--- config.mk ---
export PLATFORM = sky130hd
export DESIGN_NAME = irq_chain_node
export DESIGN_NICKNAME = d
export VERILOG_FILES = /design/src/rtl/irq_chain_pkg.sv /design/src/rtl/irq_bus_decode.sv /design/src/rtl/irq_ret_snoop.sv /design/src/rtl/irq_flags.sv /design/src/rtl/irq_vector_reg.sv /design/src/rtl/irq_chain_node.sv
export SDC_FILE = /design/constraint.sdc
export NUM_CORES = 1
export LEC_CHECK = 0
export CORE_AREA = 2 2 39 41
export CTS_CLUSTER_DIAMETER = 50
export DETAILED_ROUTE_END_ITERATION = 6
export DIE_AREA = 0 0 41 43
export DONT_BUFFER_PORTS = 1
export SYNTH_ARGS = -nofsm -noshare
export SYNTH_HDL_FRONTEND = slang
export SYNTH_SLANG_ARGS = --single-unit
--- constraint.sdc ---
create_clock -name clk -period 1.25 [get_ports clk]
set_clock_uncertainty 0.2 [all_clocks]
set_input_delay 0.1875 -clock clk [delete_from_list [all_inputs] [get_ports clk]]
set_output_delay 0.1875 -clock clk [all_outputs]
set_load 0.03 [all_outputs]
--- src/rtl/irq_chain_pkg.sv ---
package irq_chain_pkg;
  localparam int unsigned OPC_W = 8;
  localparam logic [OPC_W-1:0] RET_PREFIX = 8'hED;
  localparam logic [OPC_W-1:0] RET_OPCODE = 8'h4D;

  typedef struct packed {
    logic fetch;        // opcode fetch in progress
    logic fetch_start;  // first cycle of a fetch
    logic ack;          // acknowledge window (settle or drive)
    logic ack_io;       // acknowledge with IO request: vector phase
  } bus_phase_t;
endpackage

--- src/rtl/irq_bus_decode.sv ---
module irq_bus_decode
  import irq_chain_pkg::*;
(
  input  logic       clk,
  input  logic       rst_n,
  input  logic       m1_n,
  input  logic       iorq_n,
  input  logic       rd_n,
  output bus_phase_t phase
);
  logic fetch_d;
  logic fetch_now;

  assign fetch_now = ~m1_n & ~rd_n;

  always_ff @(posedge clk) begin
    if (!rst_n) fetch_d <= 1'b0;
    else        fetch_d <= fetch_now;
  end

  always_comb begin
    phase.fetch       = fetch_now;
    phase.fetch_start = fetch_now & ~fetch_d;
    phase.ack         = ~m1_n & rd_n;
    phase.ack_io      = ~m1_n & rd_n & ~iorq_n;
  end
endmodule

--- src/rtl/irq_ret_snoop.sv ---
module irq_ret_snoop
  import irq_chain_pkg::*;
#(
  parameter int unsigned DATA_W = 8
) (
  input  logic              clk,
  input  logic              rst_n,
  input  bus_phase_t        phase,
  input  logic [DATA_W-1:0] data,
  input  logic              iei,
  output logic              ret_hit
);
  logic prefix_seen;
  logic is_prefix;
  logic is_opcode;

  assign is_prefix = (data[OPC_W-1:0] == RET_PREFIX);
  assign is_opcode = (data[OPC_W-1:0] == RET_OPCODE);

  // A fetch start either arms (prefix) or disarms (anything else) the tracker.
  always_ff @(posedge clk) begin
    if (!rst_n)                 prefix_seen <= 1'b0;
    else if (phase.fetch_start) prefix_seen <= is_prefix;
  end

  assign ret_hit = phase.fetch_start & prefix_seen & is_opcode & iei;
endmodule

--- src/rtl/irq_flags.sv ---
module irq_flags
  import irq_chain_pkg::*;
(
  input  logic       clk,
  input  logic       rst_n,
  input  bus_phase_t phase,
  input  logic       iei,
  input  logic       req,
  input  logic       clr_ip,
  input  logic       clr_ius,
  input  logic       ret_hit,
  output logic       pend,
  output logic       serv,
  output logic       grant
);
  logic pend_q;
  logic serv_q;

  assign grant = phase.ack_io & pend_q & iei;

  always_ff @(posedge clk) begin
    if (!rst_n)                   pend_q <= 1'b0;
    else if (clr_ip)              pend_q <= 1'b0;
    else if (req && !phase.ack)   pend_q <= 1'b1;
  end

  always_ff @(posedge clk) begin
    if (!rst_n)                   serv_q <= 1'b0;
    else if (clr_ius || ret_hit)  serv_q <= 1'b0;
    else if (grant)               serv_q <= 1'b1;
  end

  assign pend = pend_q;
  assign serv = serv_q;
endmodule

--- src/rtl/irq_vector_reg.sv ---
module irq_vector_reg #(
  parameter int unsigned       DATA_W       = 8,
  parameter logic [DATA_W-1:0] RESET_VECTOR = '0
) (
  input  logic              clk,
  input  logic              rst_n,
  input  logic              wr,
  input  logic [DATA_W-1:0] wdata,
  input  logic              drive,
  output logic [DATA_W-1:0] bus_out,
  output logic              bus_oe
);
  logic [DATA_W-1:0] vec_q;

  always_ff @(posedge clk) begin
    if (!rst_n)  vec_q <= RESET_VECTOR;
    else if (wr) vec_q <= wdata;
  end

  assign bus_out = drive ? vec_q : '0;
  assign bus_oe  = drive;
endmodule

--- src/rtl/irq_chain_node.sv ---
module irq_chain_node
  import irq_chain_pkg::*;
#(
  parameter int unsigned       DATA_W       = 8,
  parameter logic [DATA_W-1:0] RESET_VECTOR = 8'hE0
) (
  input  logic              clk,
  input  logic              rst_n,
  input  logic              req_i,
  input  logic              clr_ip_i,
  input  logic              clr_ius_i,
  input  logic              m1_n_i,
  input  logic              iorq_n_i,
  input  logic              rd_n_i,
  input  logic [DATA_W-1:0] data_i,
  input  logic              iei_i,
  input  logic              vec_wr_i,
  input  logic [DATA_W-1:0] vec_wdata_i,
  output logic              irq_pull_o,
  output logic              ieo_o,
  output logic [DATA_W-1:0] data_o,
  output logic              data_oe_o
);
  bus_phase_t phase;
  logic ret_hit;
  logic pend;
  logic serv;
  logic grant;

  irq_bus_decode u_dec (
    .clk(clk), .rst_n(rst_n),
    .m1_n(m1_n_i), .iorq_n(iorq_n_i), .rd_n(rd_n_i),
    .phase(phase)
  );

  irq_ret_snoop #(.DATA_W(DATA_W)) u_snoop (
    .clk(clk), .rst_n(rst_n), .phase(phase),
    .data(data_i), .iei(iei_i), .ret_hit(ret_hit)
  );

  irq_flags u_flags (
    .clk(clk), .rst_n(rst_n), .phase(phase), .iei(iei_i),
    .req(req_i), .clr_ip(clr_ip_i), .clr_ius(clr_ius_i),
    .ret_hit(ret_hit), .pend(pend), .serv(serv), .grant(grant)
  );

  irq_vector_reg #(.DATA_W(DATA_W), .RESET_VECTOR(RESET_VECTOR)) u_vec (
    .clk(clk), .rst_n(rst_n), .wr(vec_wr_i), .wdata(vec_wdata_i),
    .drive(grant), .bus_out(data_o), .bus_oe(data_oe_o)
  );

  // Either flag blocks the downstream chain; request only when this node leads.
  assign ieo_o      = iei_i & ~pend & ~serv;
  assign irq_pull_o = iei_i & pend & ~serv;
endmodule

* After elaboration in Yosys (flattened, before gate mapping)
Cells that the tools add are included.
** Word-level totals
- Flip-flop bits (word level) :: 12
- Output and inout port bits :: 11
- Word-level logic and storage cells :: 33
** Cells by class
- Eq/ne operators :: 2
- Muxes and demuxes :: 1
- Bitwise operators :: 20
- Reduce and logical (&&, ||, !) cells :: 5
** Operator list (number)
- $and 1x1->1 :: 13
- $eq 8x7->1 const B :: 1
- $eq 8x8->1 const B :: 1
- $mux 8 :: 1
- $not 1->1 :: 7
- $reduce_or 2->1 :: 2
- $logic_and 1x1->1 :: 1
- $logic_not 1->1 :: 1
- $logic_or 1x1->1 :: 1

* Longest topological paths before layout
Gate-level depths: netlist of the first run.
- Depth after elaboration :: 8
- Gate-level depth with buffers :: 3
- Depth with buffers taken out :: 3

* Cells and area by module
Synthesis of the first run repeated with hierarchy kept, for this count alone.
** Second synthesis, totals
- Cell total of the unflattened synthesis :: 60
- Area, all modules :: 593.1 µm²
** Modules (own cells, without submodules)
- irq_vector_reg :: instances 1, cells each 34, area each 351.6 µm², seq. area each 160.2 µm²
- irq_flags :: instances 1, cells each 8, area each 85.1 µm², seq. area each 40.0 µm²
- irq_ret_snoop :: instances 1, cells each 9, area each 72.6 µm², seq. area each 20.0 µm²
- irq_bus_decode :: instances 1, cells each 7, area each 62.6 µm², seq. area each 20.0 µm²
- irq_chain_node :: instances 1, cells each 2, area each 21.3 µm², seq. area each 0.0 µm²

* Worst setup path before layout of the first run
Ideal clock, no wire load.
- Path kind :: register to output
- Start point :: register u_flags.pend_q (netlist: u_flags.pend)
- End point :: output port data_o[0]
- Arrival time :: 1127 ps
- Setup slack :: -264 ps
- Stages on the path, launching flop included :: 4
- Cells stage by stage :: dfxtp_1 > nand2_1 > nor3_4 > and2_2
** Between the ends
- Word-level cells in the longest chain between the ends :: 3
** RTL lines
- start: declaration :: line irq_flags.sv:16 : logic pend_q;
- start signal: assignment :: line irq_flags.sv:22 : if (!rst_n) pend_q <= 1'b0;
- start signal: assignment :: line irq_flags.sv:23 : else if (clr_ip) pend_q <= 1'b0;
- start signal: assignment :: line irq_flags.sv:24 : else if (req && !phase.ack) pend_q <= 1'b1;
- $and 1x1->1 (2 in a row) :: line irq_flags.sv:19 : assign grant = phase.ack_io & pend_q & iei;
- named net data_oe_o :: line irq_chain_node.sv:22 : output logic data_oe_o
- $mux 8 :: line irq_vector_reg.sv:20 : assign bus_out = drive ? vec_q : '0;
- end: declaration :: line irq_chain_node.sv:21 : output logic [DATA_W-1:0] data_o,
The timed path passes the listed nets, and every way through them passes these cells.

* Final worst setup path of the first run
- Start point :: register u_flags.pend_q (netlist: u_flags.pend)
- End point :: output port data_o[4]
** Between the ends
- Word-level cells in the longest chain between the ends :: 3
** RTL lines (line)
- $and 1x1->1 (2 in a row) :: irq_flags.sv:19
- $mux 8 :: irq_vector_reg.sv:20
Every way passes these cells.

==> run_results.csv, run 1 <==
group,metric,value,unit
timing,drv_slew,0,
min_path,whs_path_depth,2,
clock_network,cts_hold_buf,20,
global_route,grt_overflow,0,
pwr,power_density,856.7,nW/µm²
critical_path,arrival,1130,ps
global_route,grt_util_met3,5.236,%
timing,fmax,656.9,MHz
yosys,synth-simple-area-share,38.11,%
floorplanning,dieWidth,41,µm
critical_path,r2r_slack,100,ps
yosys,synthArstFlopShare,0,%
yosys,syn_area,568.0,µm²
timing,setup-tns-final,-2656,ps
yosys,synth_area_leaders,"dfxtp_1 42%, mux2i_1 14%, and2_2 11%, nor2b_1 6.6%, nor3b_1 4.0%",
yosys,yosys_warnings,0,
yosys,yosysTopAreaCell,"dfxtp_1",
clock_network,htree_levels,1,
timing,grt_setup_unrepaired,"yes",
yosys,synth_top_family_by_area,"simple AND/OR/NAND/NOR gates",
yosys,synthTopCellsByCount,"12 x dfxtp_1, 8 x and2_2, 8 x mux2i_1",
timing,slew_headroom,74.18,%
clock_network,path_clk_slew,70,ps
global_route,grtUsageMet1,14.75,%
yosys,synth_top_area_share,42.29,%
yosys,synthMuxAreaShare,14.10,%
critical_path,cp-startpoint,"u_flags.pend$_SDFFE_PP0P_",
critical_path,end_kind,"primary output",
status,status,"finished with violations",
place,post-place-ws,-126.1,ps
critical_path,cp_max_fo,3,
clock_network,numCtsBuffers,3,
floorplanning,rows,14,
place,place_congestion,0.6481,
yosys,synth-xor-area-share,0,%
yosys,ys_ff_latch,12,
critical_path,r2r_start,"u_dec.fetch_d$_SDFF_PN0_",
yosys,synth_fa_ha_area_share,0,%
global_route,grt_pass1_wl,1766,µm
global_route,grt.met2_usage,26.56,%
yosys,ys.flop_type,"dfxtp_1",
layout,area_growth,54.41,%
critical_path,reg2reg_depth,4,
floorplanning,ios,37,
layout,layout-drive-gt1-share,27.71,%
pwr,power.leakage,0.3796,nW
global_route,grt_max_degree,14,
timing,finalWorstPathRequiredPeriod,1522,ps
detailed_routing,dr.pass1.iters,1,
yosys,synth_cell_types,19,
global_route,first_global_vias,471,
detailed_routing,wl,1244,µm
critical_path,cp-endpoint,"data_o[4]",
clock_network,cts-root-buf,"clkbuf_4",
timing,finalHoldViolations,8,
floorplanning,die_area,1763,µm²
yosys,syn_nets,82,
yosys,synth_compound_area_share,3.965,%
timing,holdWs,-134.7,ps
floorplanning,initial_core_util,41.05,%
critical_path,r2r_end,"u_snoop.prefix_seen$_SDFFE_PN0N_",
floorplanning,core,1384,µm²
pwr,ir_worst_vdd,0.5165,mV
layout,fin_util,63.38,%
global_route,grt_usage,14.75,%
timing,setup_viol,11,
timing,worst_slew_pin_slew,387.3,ps
detailed_routing,avgViaCountPerCell,4.990,
status,violations,"negative hold slack, negative setup slack",
global_route,antenna_found_initial,0,
timing,post-route-period-util,121.8,%
yosys,syn_inst,56,
clock_network,clk_latency,260,ps
place,place_area,614.3,µm²
global_route,busiest_layer,"met2",
clock_network,clkSinkCount,12,
yosys,synth_edf_count,0,
critical_path,start_kind,"flip-flop",
critical_path,critical_path_required,860,ps
flow_run,maxCapViolCount,0,
yosys,syn_avg_cell_area,10.14,µm²
min_path,holdCritPathClass,"in -> reg",
timing,fin_ws,-272.4,ps
detailed_routing,post_drt_wl_per_cell,12.57,µm
detailed_routing,drt_iter0_markers,0,
critical_path,path_class,"reg -> out",
layout,final_area,877.1,µm²
floorplanning,die_y,43,µm
place,port_buffers,0,
yosys,synth.most_common_cell,"dfxtp_1",
layout,diodes,0,
clock_network,clock_path_buffers,2,
detailed_routing,num_vias,494,
clock_network,cts_tree,"built",
yosys,seq_area_frac_synth,42.29,%
detailed_routing,drc,0,
detailed_routing,detail-route-antenna-nets,0,
layout,nets,111,
## worst max-delay path, cell delays in order (launching register included)
cell	delay (ps)
dfxtp_2	350
nand2_2	60
nor3_4	130
buf_4	150
and2_4	190
## per-stage QoR
step / power (mW) / instances
2_1_floorplan: 0.4751 / 56
3_3_place_gp: 0.4796 / 74
3_5_place_dp: 0.4805 / 74
4_1_cts: 0.7647 / 100
5_1_grt: 0.7896 / 99
6_report: 0.7514 / 99
## final cells by class
cell class                      count  area [µm²]
Timing Repair Buffer               26       255.2
Clock buffer                        3       22.52
Tap cell                           16       20.02
Multi-Input combinational cell     42       337.8
Sequential cell                    12       241.5
Fill cell                         132       506.7
## worst min-delay path by stage
| stage | slack [ps] | startpoint | end |
|---|---|---|---|
| 2_1_floorplan | 60 | clr_ip_i | u_flags.pend$_SDFFE_PP0P_ |
| 3_5_place_dp | 50 | rst_n | u_vec.vec_q[5]$_SDFFE_PN1P_ |
| 5_1_grt | -130 | vec_wr_i | u_vec.vec_q[5]$_SDFFE_PN1P_ |
| 6_report | -130 | vec_wr_i | u_vec.vec_q[7]$_SDFFE_PN1P_ |
| 4_1_cts | -140 | vec_wr_i | u_vec.vec_q[7]$_SDFFE_PN1P_ |
| 3_3_place_gp | 50 | rst_n | u_vec.vec_q[6]$_SDFFE_PN1P_ |
## routing by layer
layer	vias up	wire length [µm]
met5	-	0
met4	0	0
met3	0	118
met2	25	634
met1	218	491
li1	251	-
## state kept, by name (all words and copies together) (netlist names)
signal and count:
u_dec.fetch_d 1, u_flags.pend 1, u_snoop.prefix_seen 1, u_vec.vec_q 8, u_flags.serv 1
## what timing repair did
item | in CTS | in global routing
setup endpoints to repair | 11 | 15
pin swaps | 2 | 4
endpoints found under the hold margin | 12 | 8
cloned | 0 | 0
buffers inserted | 3 | 0
gates resized for setup | 11 | 2
## cell usage in the layout, fill, tap and decap left out, drive strengths merged
| master | netlist | layout |
|---|---|---|
| nor3 | 2 | 2 |
| and4b | 1 | 1 |
| dfxtp | 12 | 12 |
| o22ai | 1 | 1 |
| clkbuf | 1 | 3 |
| nor2 | 1 | 1 |
| mux2i | 8 | 8 |
| buf | 1 | 6 |
| and2 | 8 | 8 |
| nor3b | 3 | 3 |
| nand4 | 2 | 2 |
| dlygate4sd3 | 0 | 19 |
| and3b | 1 | 1 |
| a21oi | 1 | 1 |
| nor2b | 6 | 6 |
| nand2 | 5 | 5 |
| o221a | 1 | 1 |
| dlymetal6s4s | 0 | 1 |
| nand3b | 1 | 1 |
| nand2b | 1 | 1 |
## logic make-up after synthesis
kind of cell           after synthesis
AND/OR/NAND/NOR                     31
multiplexers                         8
AO/OA/AOI/OAI                        3
buffers and inverters                2
flip-flops                          12
## power breakdown
group	internal [mW]	switching (mW)
Combinational	0.0811	0.0412
Sequential	0.401	0.00858
Clock	0.111	0.109
(Power assumes the default switching activity.)
==> run 2: changes to the inputs <==
--- a/config.mk
+++ b/config.mk
@@ -10,6 +10,8 @@
 export DETAILED_ROUTE_END_ITERATION = 6
 export DIE_AREA = 0 0 41 43
 export DONT_BUFFER_PORTS = 1
+export RECOVER_POWER = 25
+export REMOVE_ABC_BUFFERS = 1
 export SYNTH_ARGS = -nofsm -noshare
 export SYNTH_HDL_FRONTEND = slang
 export SYNTH_SLANG_ARGS = --single-unit
==> run 2 against run 1 <==
The run ends with negative setup slack left. Hold slack improved by 150 ps. Power rose by 2.5%. Global-route usage rose by 4.5 points. Count of clock-buffer cells in the layout did not move. Sequential cell count did not move. Die area did not move. Final area rose by 2.6%. Non-clock buffer count rose by 1. Sequential power barely moved. Largest power group unchanged.
==> run_results.csv, run 2 (synthesis gave the netlist of run 1 again) <==
group,metric,value,unit
floorplanning,die_area,1763,µm²
layout,layout_common_cells,"19 x dlygate4sd3_1, 11 x dfxtp_1, 8 x and2_4, 8 x mux2i_1, 6 x nor2b_1",
critical_path,end_kind,"primary output",
timing,grt_setup_unrepaired,"yes",
critical_path,cp_top_family,"simple AND/OR/NAND/NOR gates",
timing,worst_slew_pin_slew,491.5,ps
timing,setup_viol,11,
critical_path,cp_num_buf_inv,1,
critical_path,path_class,"reg -> out",
detailed_routing,drt_iter0_markers,2,
layout,nets,112,
layout,largest_register_ff_count,8,
timing,holdWs,12.92,ps
detailed_routing,detail-route-antenna-nets,0,
detailed_routing,dr.pass1.iters,2,
place,place_congestion,0.6351,
clock_network,clk_latency,260,ps
critical_path,critical_path_required,860,ps
layout,diodes,0,
floorplanning,initial_core_util,41.05,%
global_route,grt_usage,19.29,%
clock_network,htree_levels,1,
critical_path,crit_cells,4,
clock_network,clkSinkCount,12,
layout,layout-drive-gt1-share,28.57,%
clock_network,cts-root-buf,"clkbuf_4",
layout,area_growth,58.37,%
timing,finalWorstPathRequiredPeriod,1533,ps
place,port_buffers,0,
floorplanning,core,1384,µm²
pwr,ir_worst_vdd,0.5111,mV
pwr,power_density,856.5,nW/µm²
critical_path,start_kind,"flip-flop",
global_route,grt.met2_usage,32.50,%
layout,fillers,124,
place,dpl.cell_count,74,
critical_path,critPathMaxStageDelay,330,ps
layout,seq_area,241.5,µm²
clock_network,numCtsBuffers,3,
critical_path,crit_slowest_cell,"dfxtp_2",
timing,fin_ws,-283.2,ps
critical_path,arrival,1150,ps
floorplanning,dieWidth,41,µm
detailed_routing,drc,0,
timing,slew_headroom,67.23,%
global_route,grt_pass1_wl,2173,µm
clock_network,path_clk_slew,70,ps
global_route,grt_max_degree,14,
global_route,first_global_vias,529,
floorplanning,die_y,43,µm
global_route,grt_util_met3,2.618,%
global_route,grt_overflow,0,
status,violations,"negative setup slack",
critical_path,reg2reg_depth,5,
critical_path,path_cells,"nand2_2 -> nor3_4 -> buf_6 -> and2_4",
critical_path,cp_max_fo,5,
timing,post-route-period-util,122.7,%
global_route,busiest_layer,"met2",
min_path,holdCritPathClass,"in -> reg",
status,status,"finished with violations",
floorplanning,rows,14,
detailed_routing,avgViaCountPerCell,5.000,
layout,final_common_cell,"dlygate4sd3_1",
timing,drv_slew,0,
place,post-place-ws,-110.6,ps
detailed_routing,num_vias,500,
min_path,whs_path_depth,3,
place,dpl.hpwl,838.2,µm
timing,setup-tns-final,-2785,ps
floorplanning,ios,37,
layout,top_register,"u_vec.vec_q",
global_route,antenna_found_initial,0,
pwr,power.leakage,0.3857,nW
timing,fmax,652.2,MHz
global_route,grtUsageMet1,19.02,%
clock_network,clock_path_buffers,2,
timing,finalHoldViolations,0,
flow_run,maxCapViolCount,0,
layout,multi_input_area,342.8,µm²
detailed_routing,wl,1443,µm
detailed_routing,post_drt_wl_per_cell,14.43,µm
layout,stdcell_count,100,
clock_network,cts_tree,"built",
run 2: cell types whose count changed in the layout (fill, tap and decap cells not counted):
cell and change:
nor3_2 +1, buf_4 -1, nor3_1 -1, buf_8 +1, clkdlybuf4s25_1 +1
run 2: path summary, 6_finish.rpt:
kind                                         start                          endpoint  slack [ps]
setup / recovery         u_flags.pend$_SDFFE_PP0P_                         data_o[7]        -280
hold / removal                           data_i[7]         u_flags.serv$_SDFFE_PP0P_          10
setup reg to reg         u_flags.pend$_SDFFE_PP0P_         u_flags.serv$_SDFFE_PP0P_          10
hold reg to reg   u_snoop.prefix_seen$_SDFFE_PN0N_  u_snoop.prefix_seen$_SDFFE_PN0N_         270
run 2: metrics by stage:
stage                     cell area [µm²]  total power [mW]  util [%]
after detailed placement            609.3            0.4797     44.03
final                               899.6            0.7705     65.01
after global routing                899.6            0.8137     65.01
after floorplan                     559.3            0.4656         -
after global placement              609.3            0.4781     44.03
after CTS                           892.1            0.7776     64.47
run 2: cell type report:
class                           instances  area share, %
Tap cell                               16          2.225
Multi-Input combinational cell         42          38.11
Sequential cell                        12          26.84
Timing Repair Buffer                   27          30.32
Clock buffer                            3          2.503
run 2: repair_timing:
action,in CTS,in global routing
setup buffers,2,0
hold endpoints to repair,12,0
pin swaps,5,1
gates resized for setup,16,3
hold buffers,21,0
cloned,0,0
endpoints found under the setup margin,12,23
run 2: worst reg2reg max path, stage by stage (launching register included):
cell     delay (ps)
dfxtp_2         330
nand2_2          60
nor3_4          150
buf_6           140
buf_8           120
o221a_1         180
run 2: metal layers:
metal  vias to the layer above  wire length [µm]
met3                         4                95
met1                       220               519
li1                        253                 -
met5                         -                 0
met4                         0                44
met2                        23               783
run 2: where the power goes:
part | switching, mW | internal, mW | leakage, nW
clock network | 0.117 | 0.111 | 0.0138
registers | 0.00922 | 0.401 | 0.0991
logic | 0.0496 | 0.0831 | 0.273
==> run 3: changes to the inputs <==
--- a/config.mk
+++ b/config.mk
@@ -10,6 +10,7 @@
 export DETAILED_ROUTE_END_ITERATION = 6
 export DIE_AREA = 0 0 41 43
 export DONT_BUFFER_PORTS = 1
+export PLACE_DENSITY = 0.69
 export RECOVER_POWER = 25
 export REMOVE_ABC_BUFFERS = 1
 export SYNTH_ARGS = -nofsm -noshare
==> run 3 against run 2 <==
The flow still finishes with violations (negative setup slack). Routed wire length down 6.0%. Register-to-register slack improved by 40 ps. Combinational power about the same. Worst setup slack got worse by 7.9 ps. Final cell count increased by 2.0%. Global-route usage decreased by 1.1 points.
==> run_results.csv, run 3 (synthesis gave the netlist of run 1 again) <==
group,metric,value,unit
critical_path,reg2reg_depth,5,
critical_path,path_class,"reg -> out",
detailed_routing,post_drt_wl_per_cell,13.30,µm
critical_path,cp_num_buf_inv,3,
critical_path,r2r_end,"u_flags.serv$_SDFFE_PP0P_",
critical_path,r2r_start,"u_flags.pend$_SDFFE_PP0P_",
critical_path,start_kind,"flip-flop",
critical_path,critical_path_required,860,ps
floorplanning,ios,37,
critical_path,path_cells,"buf_4 -> buf_6 -> nor3b_2 -> buf_4",
global_route,busiest_layer,"met2",
pwr,power_frac_comb,17.4,%
pwr,power.switching,172.7,µW
detailed_routing,num_vias,502,
clock_network,cts-root-buf,"clkbuf_4",
critical_path,crit_top_cell,"buf_4",
critical_path,critPathMaxStageDelay,320,ps
layout,final_area,918.4,µm²
flow_run,maxCapViolCount,0,
detailed_routing,wl,1357,µm
pwr,intPower,597.6,µW
critical_path,crit_slowest_cell,"dfxtp_2",
floorplanning,die_area,1763,µm²
global_route,grt_usage,18.16,%
pwr,power.leakage,0.3970,nW
timing,holdWs,18.87,ps
min_path,whs_path_depth,3,
layout,area_growth,61.67,%
floorplanning,initial_core_util,41.05,%
detailed_routing,detail-route-antenna-nets,0,
pwr,seqPwrFrac,53.2,%
pwr,power_density,838.7,nW/µm²
critical_path,arrival,1150,ps
timing,fmax,648.9,MHz
floorplanning,rows,14,
clock_network,clock_path_buffers,2,
global_route,antenna_found_initial,0,
clock_network,cts_tree,"built",
global_route,grt_util_met3,8.377,%
timing,finalWorstPathRequiredPeriod,1541,ps
layout,fin_util,66.37,%
layout,nets,114,
detailed_routing,avgViaCountPerCell,4.922,
layout,top_register,"u_vec.vec_q",
min_path,hold_start,"data_i[7]",
timing,fin_ws,-291.1,ps
place,port_buffers,0,
min_path,holdCritPathClass,"in -> reg",
global_route,grt_pass1_wl,2111,µm
layout,final_common_cell,"dlygate4sd3_1",
floorplanning,die_y,43,µm
clock_network,clkSinkCount,12,
timing,drv_slew,0,
timing,finalHoldViolations,0,
place,place_congestion,0.6249,
critical_path,cp_top_family,"buffers and inverters",
global_route,grt_max_degree,14,
timing,post-route-period-util,123.3,%
detailed_routing,drt_iter0_markers,2,
layout,diodes,0,
critical_path,r2r_slack,50,ps
critical_path,cp_max_fo,3,
layout,layout-drive-gt1-share,30.23,%
place,place_area,616.8,µm²
detailed_routing,dr.pass1.iters,2,
global_route,grt.met2_usage,30.63,%
floorplanning,dieWidth,41,µm
timing,grt_setup_unrepaired,"yes",
pwr,p_sw_share,22.42,%
timing,slew_headroom,69.13,%
pwr,clkPwrFrac,29.4,%
global_route,grtUsageMet1,17.65,%
floorplanning,core,1384,µm²
clock_network,clk_latency,260,ps
pwr,ir_worst_vdd,0.4774,mV
global_route,grt_overflow,0,
layout,largest_register_ff_count,8,
timing,worst_slew_pin_slew,463.1,ps
detailed_routing,drc,0,
status,status,"finished with violations",
clock_network,path_clk_slew,70,ps
timing,setup_viol,11,
status,violations,"negative setup slack",
global_route,first_global_vias,530,
min_path,hold_path_end,"u_flags.serv$_SDFFE_PP0P_",
layout,layout_common_cells,"19 x dlygate4sd3_1, 11 x dfxtp_1, 8 x and2_4, 8 x mux2i_1, 6 x nor2b_1",
critical_path,end_kind,"primary output",
clock_network,numCtsBuffers,3,
clock_network,htree_levels,1,
[run 3: changes by cell type in the layout (fill, tap and decap cells not counted), sizes merged]
cell and change:
buf +2
[run 3: worst register-to-register path: stages, from the launching register on]
cell and delay (ps):
dfxtp_2 320, nand2_2 70, nor3_4 40, buf_6 120
buf_6 110, o221a_1 240
[run 3: worst max-delay path by stage]
stage / start / end / cells after the start / slack [ps]
4_1_cts: u_flags.pend$_SDFFE_PP0P_ / data_o[7] / 4 / -360
3_5_place_dp: u_flags.pend$_SDFFE_PP0P_ / data_o[2] / 3 / -150
3_3_place_gp: u_flags.pend$_SDFFE_PP0P_ / data_o[5] / 3 / -90
6_report: u_flags.pend$_SDFFE_PP0P_ / ieo_o / 4 / -290
2_1_floorplan: u_flags.pend$_SDFFE_PP0P_ / data_o[0] / 3 / -260
5_1_grt: u_flags.pend$_SDFFE_PP0P_ / data_o[1] / 4 / -370
[run 3: what timing repair did]
item                                    4_1_cts  5_1_grt
endpoints found under the setup margin       12       23
gates resized for setup                      20        3
hold endpoints to repair                     12        0
hold buffers                                 21        0
pin swaps                                     6        3
setup buffers                                 4        0
[run 3: layout make-up]
class / count / area [µm²]
fillers: 113 / 465.4
multi-input cells: 42 / 342.8
repair buffers: 29 / 291.5
flip-flops and latches: 12 / 241.5
clock buffers: 3 / 22.52
well taps: 16 / 20.02
[run 3: metrics by stage]
step | total power [mW] | instances | worst slack, ps | TNS [ps]
2_1_floorplan | 0.4656 | 54 | -264.0 | -2349
3_3_place_gp | 0.4788 | 75 | -85.52 | -662.8
3_5_place_dp | 0.4807 | 75 | -149.6 | -1272
4_1_cts | 0.7815 | 103 | -355.5 | -4587
5_1_grt | 0.8153 | 102 | -366.7 | -3775
6_report | 0.7703 | 102 | -291.1 | -2989
[run 3: routing by layer]
layer | share of wire, % | vias to the layer above
met2 | 51 | 34
met5 | 0 | -
met1 | 39 | 213
met3 | 9.6 | 0
li1 | - | 255
met4 | 0 | 0
[run 3: power by group through the flow]
stage / sequential [mW] / clock, mW / combinational, mW
finish: 0.410 / 0.226 / 0.134
global route: 0.411 / 0.257 / 0.147
CTS: 0.409 / 0.240 / 0.133
detailed placement: 0.417 / 0 / 0.0641
global placement: 0.416 / 0 / 0.0632
floorplan: 0.415 / 0 / 0.0507
